$ cat src/rtl/rid_pkg.sv
package rid_pkg;
  localparam int RID_W = 3;

  typedef enum logic [1:0] {
    RX_IDLE,
    RX_DATA,
    RX_PAR
  } rx_state_t;
endpackage

$ cat src/rtl/rid_rx.sv
module rid_rx #(
  parameter int ID_W = rid_pkg::RID_W
) (
  input  logic            clk,
  input  logic            rst_n,
  input  logic            tick,
  input  logic            din,
  output logic            done,
  output logic [ID_W-1:0] id,
  output logic            par
);
  import rid_pkg::*;
  localparam int CW = (ID_W > 1) ? $clog2(ID_W) : 1;
  localparam logic [CW-1:0] LAST = CW'(ID_W - 1);

  rx_state_t       st;
  logic            last_b;
  logic [CW-1:0]   cnt;
  logic [ID_W-1:0] sh;

  always_ff @(posedge clk) begin
    if (!rst_n) begin
      st     <= RX_IDLE;
      last_b <= 1'b1;
      cnt    <= '0;
      sh     <= '0;
      done   <= 1'b0;
      id     <= '0;
      par    <= 1'b0;
    end else begin
      done <= 1'b0;
      if (tick) begin
        last_b <= din;
        case (st)
          RX_IDLE: begin
            if (last_b && !din) begin
              st  <= RX_DATA;
              cnt <= '0;
            end
          end
          RX_DATA: begin
            sh[cnt] <= din;
            if (cnt == LAST) st <= RX_PAR;
            else cnt <= cnt + 1'b1;
          end
          RX_PAR: begin
            done <= 1'b1;
            id   <= sh;
            par  <= din;
            st   <= RX_IDLE;
          end
          default: st <= RX_IDLE;
        endcase
      end
    end
  end
endmodule

$ cat src/rtl/rid_tx.sv
module rid_tx #(
  parameter int ID_W      = rid_pkg::RID_W,
  parameter int GAP_TICKS = 10
) (
  input  logic            clk,
  input  logic            rst_n,
  input  logic            tick,
  input  logic [ID_W-1:0] nxt_id,
  output logic            dout
);
  localparam int FB = ID_W + 3;
  localparam int PERIOD = GAP_TICKS + FB;
  localparam int PW = $clog2(PERIOD + 1);
  localparam logic [PW-1:0] GAP_P  = PW'(GAP_TICKS);
  localparam logic [PW-1:0] LOAD_P = PW'(GAP_TICKS - 1);
  localparam logic [PW-1:0] END_P  = PW'(PERIOD - 1);

  logic [PW-1:0] pos;
  logic [FB-1:0] fr;

  always_ff @(posedge clk) begin
    if (!rst_n) begin
      pos  <= '0;
      fr   <= '1;
      dout <= 1'b1;
    end else if (tick) begin
      pos <= (pos == END_P) ? '0 : pos + 1'b1;
      if (pos < GAP_P) begin
        dout <= 1'b1;
        if (pos == LOAD_P) fr <= {~^nxt_id, nxt_id, 1'b0, 1'b1};
      end else begin
        dout <= fr[0];
        fr   <= {1'b1, fr[FB-1:1]};
      end
    end
  end
endmodule

$ cat src/rtl/rid_tmo.sv
module rid_tmo #(
  parameter int TMO_TICKS = 4096
) (
  input  logic clk,
  input  logic rst_n,
  input  logic tick,
  input  logic restart,
  output logic hit
);
  localparam int CW = $clog2(TMO_TICKS + 1);
  localparam logic [CW-1:0] LIM = CW'(TMO_TICKS - 1);

  logic [CW-1:0] cnt;

  assign hit = tick && !restart && (cnt == LIM);

  always_ff @(posedge clk) begin
    if (!rst_n)          cnt <= '0;
    else if (restart)    cnt <= '0;
    else if (tick)       cnt <= (cnt == LIM) ? '0 : cnt + 1'b1;
  end
endmodule

$ cat src/rtl/rid_chain_unit.sv
module rid_chain_unit #(
  parameter int ID_W      = rid_pkg::RID_W,
  parameter int GAP_TICKS = 10,
  parameter int TMO_TICKS = 4096
) (
  input  logic            clk,
  input  logic            rst_n,
  input  logic            tick,
  input  logic            ser_in,
  input  logic            ovr_en_n,
  input  logic            tmo_clr_n,
  output logic            ser_out,
  output logic [ID_W-1:0] own_id
);
  logic            frm_done;
  logic [ID_W-1:0] frm_id;
  logic            frm_par;
  logic            frm_good;
  logic            accept;
  logic            tmo_hit;

  assign frm_good = frm_done && (frm_par == ~^frm_id);
  assign accept   = frm_good && ovr_en_n;

  rid_rx #(.ID_W(ID_W)) rx_i (
    .clk(clk), .rst_n(rst_n), .tick(tick), .din(ser_in),
    .done(frm_done), .id(frm_id), .par(frm_par)
  );

  rid_tmo #(.TMO_TICKS(TMO_TICKS)) tmo_i (
    .clk(clk), .rst_n(rst_n), .tick(tick), .restart(frm_good), .hit(tmo_hit)
  );

  rid_tx #(.ID_W(ID_W), .GAP_TICKS(GAP_TICKS)) tx_i (
    .clk(clk), .rst_n(rst_n), .tick(tick),
    .nxt_id(own_id + 1'b1), .dout(ser_out)
  );

  always_ff @(posedge clk) begin
    if (!rst_n)                                   own_id <= '0;
    else if (accept)                              own_id <= frm_id;
    else if (tmo_hit && !tmo_clr_n && ovr_en_n)   own_id <= '0;
  end
endmodule

$ cat config.mk
export PLATFORM = sky130hd
export DESIGN_NAME = rid_chain_unit
export DESIGN_NICKNAME = d
export VERILOG_FILES = /design/src/rtl/rid_pkg.sv /design/src/rtl/rid_rx.sv /design/src/rtl/rid_tx.sv /design/src/rtl/rid_tmo.sv /design/src/rtl/rid_chain_unit.sv
export SDC_FILE = /design/constraint.sdc
export NUM_CORES = 1
export LEC_CHECK = 0
export ABC_AREA = 1
export BUFFER_PORTS_ARGS = -buffer_cell sky130_fd_sc_hd__buf_2
export CAP_MARGIN = 20
export CORE_ASPECT_RATIO = 1.75
export CORE_MARGIN = 2
export CORE_UTILIZATION = 45
export CTS_CLUSTER_SIZE = 30
export DETAILED_ROUTE_END_ITERATION = 12
export PLACE_DENSITY = 0.68
export RECOVER_POWER = 25
export SYNTH_ARGS = -nofsm -noshare
export SYNTH_HDL_FRONTEND = slang
export SYNTH_SLANG_ARGS = --single-unit
$ cat constraint.sdc
create_clock -name clk -period 1.8 [get_ports clk]
set_clock_uncertainty 0.15 [all_clocks]
set_input_delay 0 -clock clk [delete_from_list [all_inputs] [get_ports clk]]
set_output_delay 0 -clock clk [all_outputs]
set_load 0.1 [all_outputs]
==> results.md, run 1 <==
Status:
- The run finished with clean final reports.

Timing:
- Adding up every negative setup slack in the final design gives 0 ps.
- The maximum clock rate is 630.8 MHz.
- Setup repair after global routing left no endpoint under its margin.
- The number of setup violations in the final report is 0.
- The share of the cycle needed by the critical path after routing is 88.07%.
- The number of hold violations in the final report is 0.
- The relative slew slack is 64.23%.
- The final max-slew violation count is 0.
- The shortest period the worst path allows is between 1500 and 2000 ps.
- The slew at the pin with the worst max-slew slack is 538.8 ps.
- Setup slack on the critical path of the routed design comes to 214.8 ps.

Route:
- The final layout contains routed wiring with a total length of about 3900 µm.
- After detailed routing, the number of remaining DRC violations is 0.
- The number of detailed-routing iterations run before antenna repair is 4.
- The final route contains 1649 vias.
- The violation count after the first detailed-route iteration is 39.
- The via-per-instance ratio is 5.074.
- In this run the remaining antenna-violating nets after routing total 0.
- In the final routed layout, each cell accounts on average for roughly 12 µm.

Synth:
- The number of nets in the synthesized netlist is between 200 and 300.
- sky130_fd_sc_hd__nand2_1 is the most common cell in the netlist.
- In this run the biggest area consumer among cell types represents 41.44% of the synthesized area.
- The portion of netlist area occupied by mux cells is 0%.
- The number of synthesized flops with an enable pin is 0.
- The post-synthesis sequential area ratio is 41.44%.
- The primary flip-flop cell chosen by synthesis mapping is sky130_fd_sc_hd__dfxtp_1.
- By area, the combinational part of the netlist is dominated by simple AND/OR/NAND/NOR gates.
- Summing the areas of all compound-gate instances in the mapped netlist gives roughly an eighth of the synthesized area.
- The mapped netlist covers a little under 2000 µm².
- Ranked by instance count, the synthesized netlist is headed by 57 x sky130_fd_sc_hd__nand2_1, 41 x sky130_fd_sc_hd__dfxtp_1, 27 x sky130_fd_sc_hd__a21oi_1, 22 x sky130_fd_sc_hd__inv_1, 20 x sky130_fd_sc_hd__nor2_1.
- After synthesis, the share of flip-flops with an asynchronous set or reset is 0%.
- Yosys printed 0 warnings.
- The cell taking the most area after synthesis is sky130_fd_sc_hd__dfxtp_1.
- The synthesized netlist devotes between 30% and 40% of its cell area to simple gates.
- Of the total synthesized cell area, the portion taken by full adders, half adders and majority gates is ~4.4%.
- The share of the synthesized netlist area taken by xor and xnor gates is 3.538%.
- The per-instance average area after synthesis is around 7.7 µm².
- The count of state elements after synthesis is between 40 and 50.
- In the post-synthesis netlist, the biggest area contributors are sky130_fd_sc_hd__dfxtp_1 41%, sky130_fd_sc_hd__nand2_1 11%, sky130_fd_sc_hd__a21oi_1 6.8%.
- The number of cells produced by synthesis is 257.
- The number of library cell types mapped by synthesis is 28.

Placed design:
- The placed wire-length estimate is 2896 µm.
- The number of port buffers is 9.
- The post-place setup slack is 202.8 ps.
- The area of placed instances is between 2000 and 2500 µm².
- At the end of routability-driven placement, the weighted congestion stood at around 0.78.
- The cell count after placement is 313.

Clocking:
- TritonCTS built the clock tree.
- In this run the deepest clock path goes through 2 buffers.
- Once the clock tree was built, the setup fixing pass inserted 0 buffers.
- The clock tree root driver cell is sky130_fd_sc_hd__clkbuf_8.
- The later-pin clock latency in the skew report is just under 300 ps.
- The number of buffers created by CTS is 5.
- The clock-pin slew reported for the worst setup and hold paths after clock tree synthesis is 80 ps.
- The clock net in this run drives a total of 41 sinks.
- The clock tree synthesis step divided the H-tree into 2 levels.

Layout:
- In the final layout, the share of cells above drive strength 1 is 16.79%.
- The area of all placed cells without fillers is 2220 µm².
- The final cell utilization of the core is 51.33%.
- After the last flow step, the layout net total stands at around 290.
- The synthesis-to-layout area growth is 12.07%.
- The number of cells in the finished layout apart from fillers is around 330.
- 0 antenna diodes ended up in the layout.

Global route:
- After global routing, the most crowded layer is met2.
- Global routing used roughly a third of the available met2 tracks.
- The global routing usage on met3 is 3.420%.
- The maximum number of pins on one net before global-route repair is 19.
- Global routing finished with a remaining overflow of 0.
- The first-pass GRT wire length is 6900 µm.
- Global routing consumed, over all layers together, 18.62% of the routing resources.
- The global-route met1 utilization is between 10% and 20%.
- The number of global-route vias before repair is 1626.
- The initial antenna violation count is 0.

Worst setup path:
- The critical path launch point type is a primary input.
- The worst setup path is captured at a register.
- The data arrival time of the worst path is 1630 ps.
- The critical path required time is 1840 ps.
- The highest fanout seen on the critical path is 18.
- The critical path is of the in2reg type.

Pwr:
- The peak ir drop on the vdd network is 0.5153 mV.
- The power density over cell area is roughly 800 nW/µm².
- Summed over all cells, the static leakage comes to just over 0.0008 µW.

Min path:
- The tightest min-delay check is of the reg2reg type.

Floorplan:
- The floorplan step defined a die boundary enclosing 4969 µm².
- The overall die height is 91.77 µm.
- For this configuration, the core starts out at a cell density of between 40 and 50%.
- The area of the core region is 4324 µm².
- In this run the core area contains 32 standard-cell rows.
- In this run the count of I/O pins placed on the die edge is 10.
- The x dimension of the die is about 54 µm.

Run:
- Across the run, the number of max-cap violations was 0.
## worst max-delay path: stages
cell and delay, ps:
sky130_fd_sc_hd__dlygate4sd3_1 520, sky130_fd_sc_hd__clkbuf_2 360, sky130_fd_sc_hd__inv_2 210, sky130_fd_sc_hd__nor3_2 210, sky130_fd_sc_hd__inv_1 110, sky130_fd_sc_hd__o21ai_0 160, sky130_fd_sc_hd__a21oi_1 50
## cell type report
type,count,area [µm²]
multi-input cells,184,1023
inverters,27,101.3
clock buffers,5,68.82
flip-flops and latches,41,824.5
fillers,435,2105
well taps,51,63.81
clock inverters,2,35.03
repair buffers,15,102.6
## layer usage
layer	up-vias	part of all wire [%]
met5	-	0
met4	0	2.5
met3	10	2.3
met2	19	57
met1	747	39
li1	873	-
## what timing repair did
action,in CTS,in global routing
endpoints found under the hold margin,17,0
hold buffers,5,0
resized for setup,0,0
## cells by family (layout without fill, tap and decap cells)
kind of cell | Yosys count | in the layout
and+or+nand+nor | 121 | 121
AOI/OAI and AO/OA | 48 | 48
DFF | 41 | 41
buffers and inverters | 32 | 49
xor gates and xnor gates | 8 | 8
adders and majority gates | 7 | 7
## placed cells by master (no fill, tap or decap), types with 3 or more instances in the layout
master,instances
sky130_fd_sc_hd__nor3_1,4
sky130_fd_sc_hd__inv_2,5
sky130_fd_sc_hd__dfxtp_2,3
sky130_fd_sc_hd__dfxtp_1,38
sky130_fd_sc_hd__clkbuf_2,5
sky130_fd_sc_hd__inv_1,22
sky130_fd_sc_hd__nor2_2,3
sky130_fd_sc_hd__xnor2_1,6
sky130_fd_sc_hd__nor2_4,3
sky130_fd_sc_hd__o21ai_0,11
sky130_fd_sc_hd__nand3_1,14
sky130_fd_sc_hd__clkbuf_8,5
sky130_fd_sc_hd__ha_1,7
sky130_fd_sc_hd__a21oi_1,27
sky130_fd_sc_hd__buf_2,4
sky130_fd_sc_hd__dlygate4sd3_1,5
sky130_fd_sc_hd__o21ai_1,4
sky130_fd_sc_hd__nor3_2,3
sky130_fd_sc_hd__nor2_1,20
sky130_fd_sc_hd__nor3b_2,3
sky130_fd_sc_hd__nand2_1,58
sky130_fd_sc_hd__nand3_2,7
## path summary, 6_finish.rpt
path	endpoint	slack, ps	start	depth (start not counted)
worst min-delay path	rx_i.sh[1]$_SDFFE_PN0P_	300	rx_i.sh[1]$_SDFFE_PN0P_	2
worst max-delay path	rx_i.id[2]$_SDFFE_PN0P_	210	tick	7
worst min register to register	rx_i.sh[1]$_SDFFE_PN0P_	300	rx_i.sh[1]$_SDFFE_PN0P_	2
worst max register to register	tmo_i.cnt[3]$_SDFFE_PP0P_	220	tmo_i.cnt[0]$_SDFFE_PP0P_	8
## power breakdown
| group | internal, µW | total [µW] | switching [µW] |
|---|---|---|---|
| clock network | 403 | 720 | 316 |
| registers | 922 | 936 | 14.6 |
| logic | 37.8 | 102 | 64.5 |
| total | 1360 | 1760 | 395 |
## stage by stage
step,hold slack [ps],total power [µW]
after floorplan,14.35,1027
after global placement,161.5,1052
after detailed placement,166.8,1053
after CTS,306.8,1780
after global routing,331.7,1827
final,303.6,1758
## sequential cells by signal, indices dropped and copies added (netlist names)
| register | count |
|---|---|
| tx_i.fr | 6 |
| rx_i.last_b | 1 |
| tx_i.dout | 1 |
| rx_i.done | 1 |
| rx_i.st | 2 |
| own_id | 3 |
| rx_i.sh | 3 |
| rx_i.cnt | 2 |
| rx_i.par | 1 |
| tmo_i.cnt | 13 |
| rx_i.id | 3 |
| tx_i.pos | 5 |
(Power assumes the default switching activity.)
==> run 2: changes to the inputs <==
--- a/config.mk
+++ b/config.mk
@@ -5,7 +5,6 @@
 export SDC_FILE = /design/constraint.sdc
 export NUM_CORES = 1
 export LEC_CHECK = 0
-export ABC_AREA = 1
 export BUFFER_PORTS_ARGS = -buffer_cell sky130_fd_sc_hd__buf_2
 export CAP_MARGIN = 20
 export CORE_ASPECT_RATIO = 1.75
==> run 2 against run 1 <==
  * Final cell count down 13%
  * Count of clock-buffer cells in the layout unchanged
  * Routed wire length down 2.4%
  * Critical path depth down 2
  * Utilization up 0.67 points
  * Synthesized cell count down 16%
  * Via count down 6.7%
  * First-iteration DRC count down 69%
  * Combinational power up 5%
  * Highest routed layer unchanged
==> results.md, run 2 <==
Synth:
- Of all cell types, the one taking the most synthesized area is sky130_fd_sc_hd__dfxtp_1.
- The synthesized netlist occupies a cell area of 1989 µm².
- Yosys printed 0 warnings.
- By area the synthesized netlist is led by sky130_fd_sc_hd__dfxtp_1 41%, sky130_fd_sc_hd__xor2_1 6.2%, sky130_fd_sc_hd__mux2i_1 5.5%.
- Counting every net in the synthesized netlist gives 228.
- After synthesis the netlist holds a flip-flop and latch count of between 40 and 50.
- Synthesis produced a netlist whose cell count is 215.
- By count the netlist is led by 41 x sky130_fd_sc_hd__dfxtp_1, 23 x sky130_fd_sc_hd__nor2_1, 14 x sky130_fd_sc_hd__xor2_1, 13 x sky130_fd_sc_hd__nand3_1, 12 x sky130_fd_sc_hd__nand2_1.
- In this run, synthesis inferred 0 flip-flops with an integrated enable.
- The area share of the largest cell type after synthesis is 41.26%.
- Of the synthesized area, sequential elements account for 41.26%.
- The most repeated cell in the gate-level netlist after synthesis is sky130_fd_sc_hd__dfxtp_1.
- The primary flip-flop cell chosen by synthesis mapping is sky130_fd_sc_hd__dfxtp_1.
- The per-instance average area after synthesis is 9.253 µm².
- The number of different library cells used by synthesis comes to 43.
- The async set-reset flop share out of synthesis is 0%.

Placed design:
- The cell count after placement is 271.
- Once placement finished, the instance area stood at about 2100 µm².
- The congestion estimate from routability-driven global placement came to 0.6962.
- The placed wire-length estimate is 2807 µm.
- During placement, the flow inserted port buffers numbering 9.

Timing:
- Of the available clock period, the critical path in the final layout requires 91.24%.
- For the pin with the worst max-slew slack, the measured transition is approximately 560 ps.
- The number of setup violations in the final report is 0.
- For the final routed database, the setup TNS stands at 0 ps.
- Derived from the worst setup path, the maximum achievable clock frequency is 608.9 MHz.
- The number of hold violations in the final report is 0.
- The worst pin sits at a relative slew slack of between 60% and 70%.
- Setup repair after global routing left no endpoint under its margin.
- The final max-slew violation count is 0.
- After layout, the minimum clock period comes to 1642 ps.

Layout:
- The number of cells in the finished layout apart from fillers is ~280.
- In the final design database the tool counted around 250 nets.
- The combined area of the multi-input logic cells is between 1000 and 1500 µm².
- In the layout the commonest cells are 38 x sky130_fd_sc_hd__dfxtp_1, 23 x sky130_fd_sc_hd__nor2_1, 14 x sky130_fd_sc_hd__xor2_1, 13 x sky130_fd_sc_hd__nand3_1, 12 x sky130_fd_sc_hd__nand2_1.
- The register with the most flip-flops in the layout has 13 of them.
- The area growth from synthesis to layout is 13.02%.
- The largest registers in the layout are tmo_i.cnt (13), tx_i.fr (6), tx_i.pos (5).
- The most frequent standard cell in the layout excluding fill and tap cells is sky130_fd_sc_hd__dfxtp_1.
- After routing the design area is 2248 µm².
- The register cell area after layout is around 830 µm².
- The antenna diode instance count is 0.
- The final cell utilization of the core is 52.00%.
- Counting the fill cells in the layout gives around 420.
- The post-route netlist has 13.36% of its cells at a drive strength greater than 1.
- The most flop-heavy register is tmo_i.cnt.

Floorplan:
- During I/O placement, the number of pins put on the boundary was 10.
- The standard-cell row count is 32.
- The die covers around 5000 µm².
- The x dimension of the die is 54.26 µm.
- The overall die height is slightly above 90 µm.
- In this run the standard cell core region covers 4324 µm².
- The initial utilization of the core area, before any placement, comes to a little under half.

Pwr:
- The net load switching power is around 380 µW.
- IR analysis of the VDD net gives a maximum drop of between 0.5 and 0.6 mV.
- Combinational logic is responsible for approximately 6.1% of the overall power.
- For this design the static power due to leakage is 0.0009259 µW.
- Of the total power, the share spent switching nets is 21.84%.
- Power spread over the standard cell area amounts to 776.8 nW/µm².
- Sequential cells burn 53.1% of the power.
- The clock network burns 40.8% of the power.
- Internal power comes to 1365 µW.

Clocking:
- Buffers inserted to repair hold after CTS numbered 5.
- The number of setup buffers added after CTS is 0.
- The post-cts resize count is 0.
- Clock tree synthesis inserted a total of 5 buffers.
- The clock drives 41 sinks.
- After clock tree synthesis, the clock-pin slew on the worst setup and hold paths is 80 ps.
- The clock passes through at most 2 buffers.
- Clock tree synthesis selected as its root buffer the cell sky130_fd_sc_hd__clkbuf_8.
- The TritonCTS clock tree is built.
- The H-tree generated during clock tree synthesis spans 2 levels.
- The later-pin clock latency in the skew report is 290 ps.

Global route:
- Entering global routing, the biggest net connects 14 pins.
- The first global-routing pass estimated between 6000 and 7000 µm of wire.
- The total congestion overflow is 0.
- The number of global-route vias before repair is 1518.
- The initial antenna violation count is 0.
- Global routing consumed, over all layers together, 17.32% of the routing resources.

Route:
- The number of DRC violations after detailed routing is 0.
- The via count of the routed design is 1539.
- The violation count after the first detailed-route iteration is 12.
- In the routed layout, each cell is associated on average with a via count of 5.438.
- Dividing the detail-routed wire length by the instance count gives 13.31 µm.
- Wires add up to 3767 µm.
- The number of detailed-routing iterations run before antenna repair is 4.
- The number of antenna-violating nets in the routed design is 0.

Worst setup path:
- For flop-to-flop paths, the worst setup slack is 160 ps.
- The critical path launch point type is a register.
- The slowest cell on the critical path is sky130_fd_sc_hd__dfxtp_1.
- The maximum single-stage delay on the critical path is 350 ps.
- The kind of end point of the critical path is a register.
- Broken down by cell family, the worst path's largest delay share belongs to compound AO/OA/AOI/OAI gates.
- The buffering stage count on the worst path with inverters included is 0.
- The highest fanout seen on the critical path is 7.
- The data arrival time of the worst path is 1680 ps.
- The critical path goes through ha_1 > o31a_1 > o21ai_4 > a21oi_1 > a211o_1.
- By startpoint and endpoint, the worst setup path is classified as reg2reg.
- At the worst endpoint, the required time is around 1800 ps.

Run:
- Max-cap violations in this run came to 0.

Min path:
- The worst min-delay path class is in2reg.

Status:
- The run finished with clean final reports.
run 2: cell count changes after synthesis, sizes merged, moves of 4 or more:
cell	delta
o21ai	-6
a31oi	+4
mux2i	+11
inv	-19
nand3	-8
xor2	+12
nor3	-4
nand2	-48
a21oi	-17
run 2: logic make-up after synthesis:
group,after synthesis,share of synthesized area [%]
xor gates and xnor gates,20,9.183
DFF,41,41.26
buffers and inverters,17,3.836
muxes,12,6.101
AOI/OAI and AO/OA,36,12.45
adders and majority gates,7,4.402
and+or+nand+nor,82,22.77
run 2: through the flow:
stage | power (µW) | hold slack, ps | setup WS, ps
floorplan | 1014 | -22.00 | 76.60
detailed placement | 1048 | 174.2 | 168.6
global route | 1816 | 106.3 | 72.76
global placement | 1046 | 160.5 | 219.4
CTS | 1768 | 52.12 | 155.6
finish | 1746 | 50.35 | 157.7
run 2: area by class of cell:
class	instances	share of cell area (%)
multi-input cells	157	48.58
flip-flops and latches	41	36.89
repair buffers	19	5.732
clock buffers	5	3.061
well taps	51	2.838
clock inverters	2	1.558
inverters	8	1.336
run 2: worst paths after layout:
path	to	from	cells past startpoint
setup / recovery	tx_i.fr[5]$_SDFFE_PN1P_	tx_i.pos[0]$_SDFFE_PN0P_	5
hold / removal	own_id[1]$_SDFFE_PN0P_	tmo_clr_n	5
setup reg to reg	tx_i.fr[5]$_SDFFE_PN1P_	tx_i.pos[0]$_SDFFE_PN0P_	5
hold reg to reg	rx_i.cnt[0]$_SDFFE_PN0P_	rx_i.cnt[0]$_SDFFE_PN0P_	2
run 2: routing by layer:
layer | track usage [%] | routed length [µm] | vias to the layer above
met5 | 0 | 0 | -
met4 | 6.250 | 53 | 0
met3 | 3.909 | 75 | 4
met2 | 32.53 | 2147 | 9
met1 | 17.06 | 1491 | 743
li1 | - | - | 783
run 2: power by group through the flow:
stage	Combinational [µW]	Sequential (µW)	Clock [µW]
floorplan	67.5	946	0
global placement	97.9	948	0
detailed placement	99.8	948	0
CTS	110	927	732
global route	122	929	765
finish	107	927	712
run 2: tightest hold or removal path, stage by stage:
cell and delay (ps):
sky130_fd_sc_hd__buf_2 80, sky130_fd_sc_hd__nor4bb_1 40, sky130_fd_sc_hd__nand4_1 130, sky130_fd_sc_hd__nand3_1 90, sky130_fd_sc_hd__o21ai_0 120
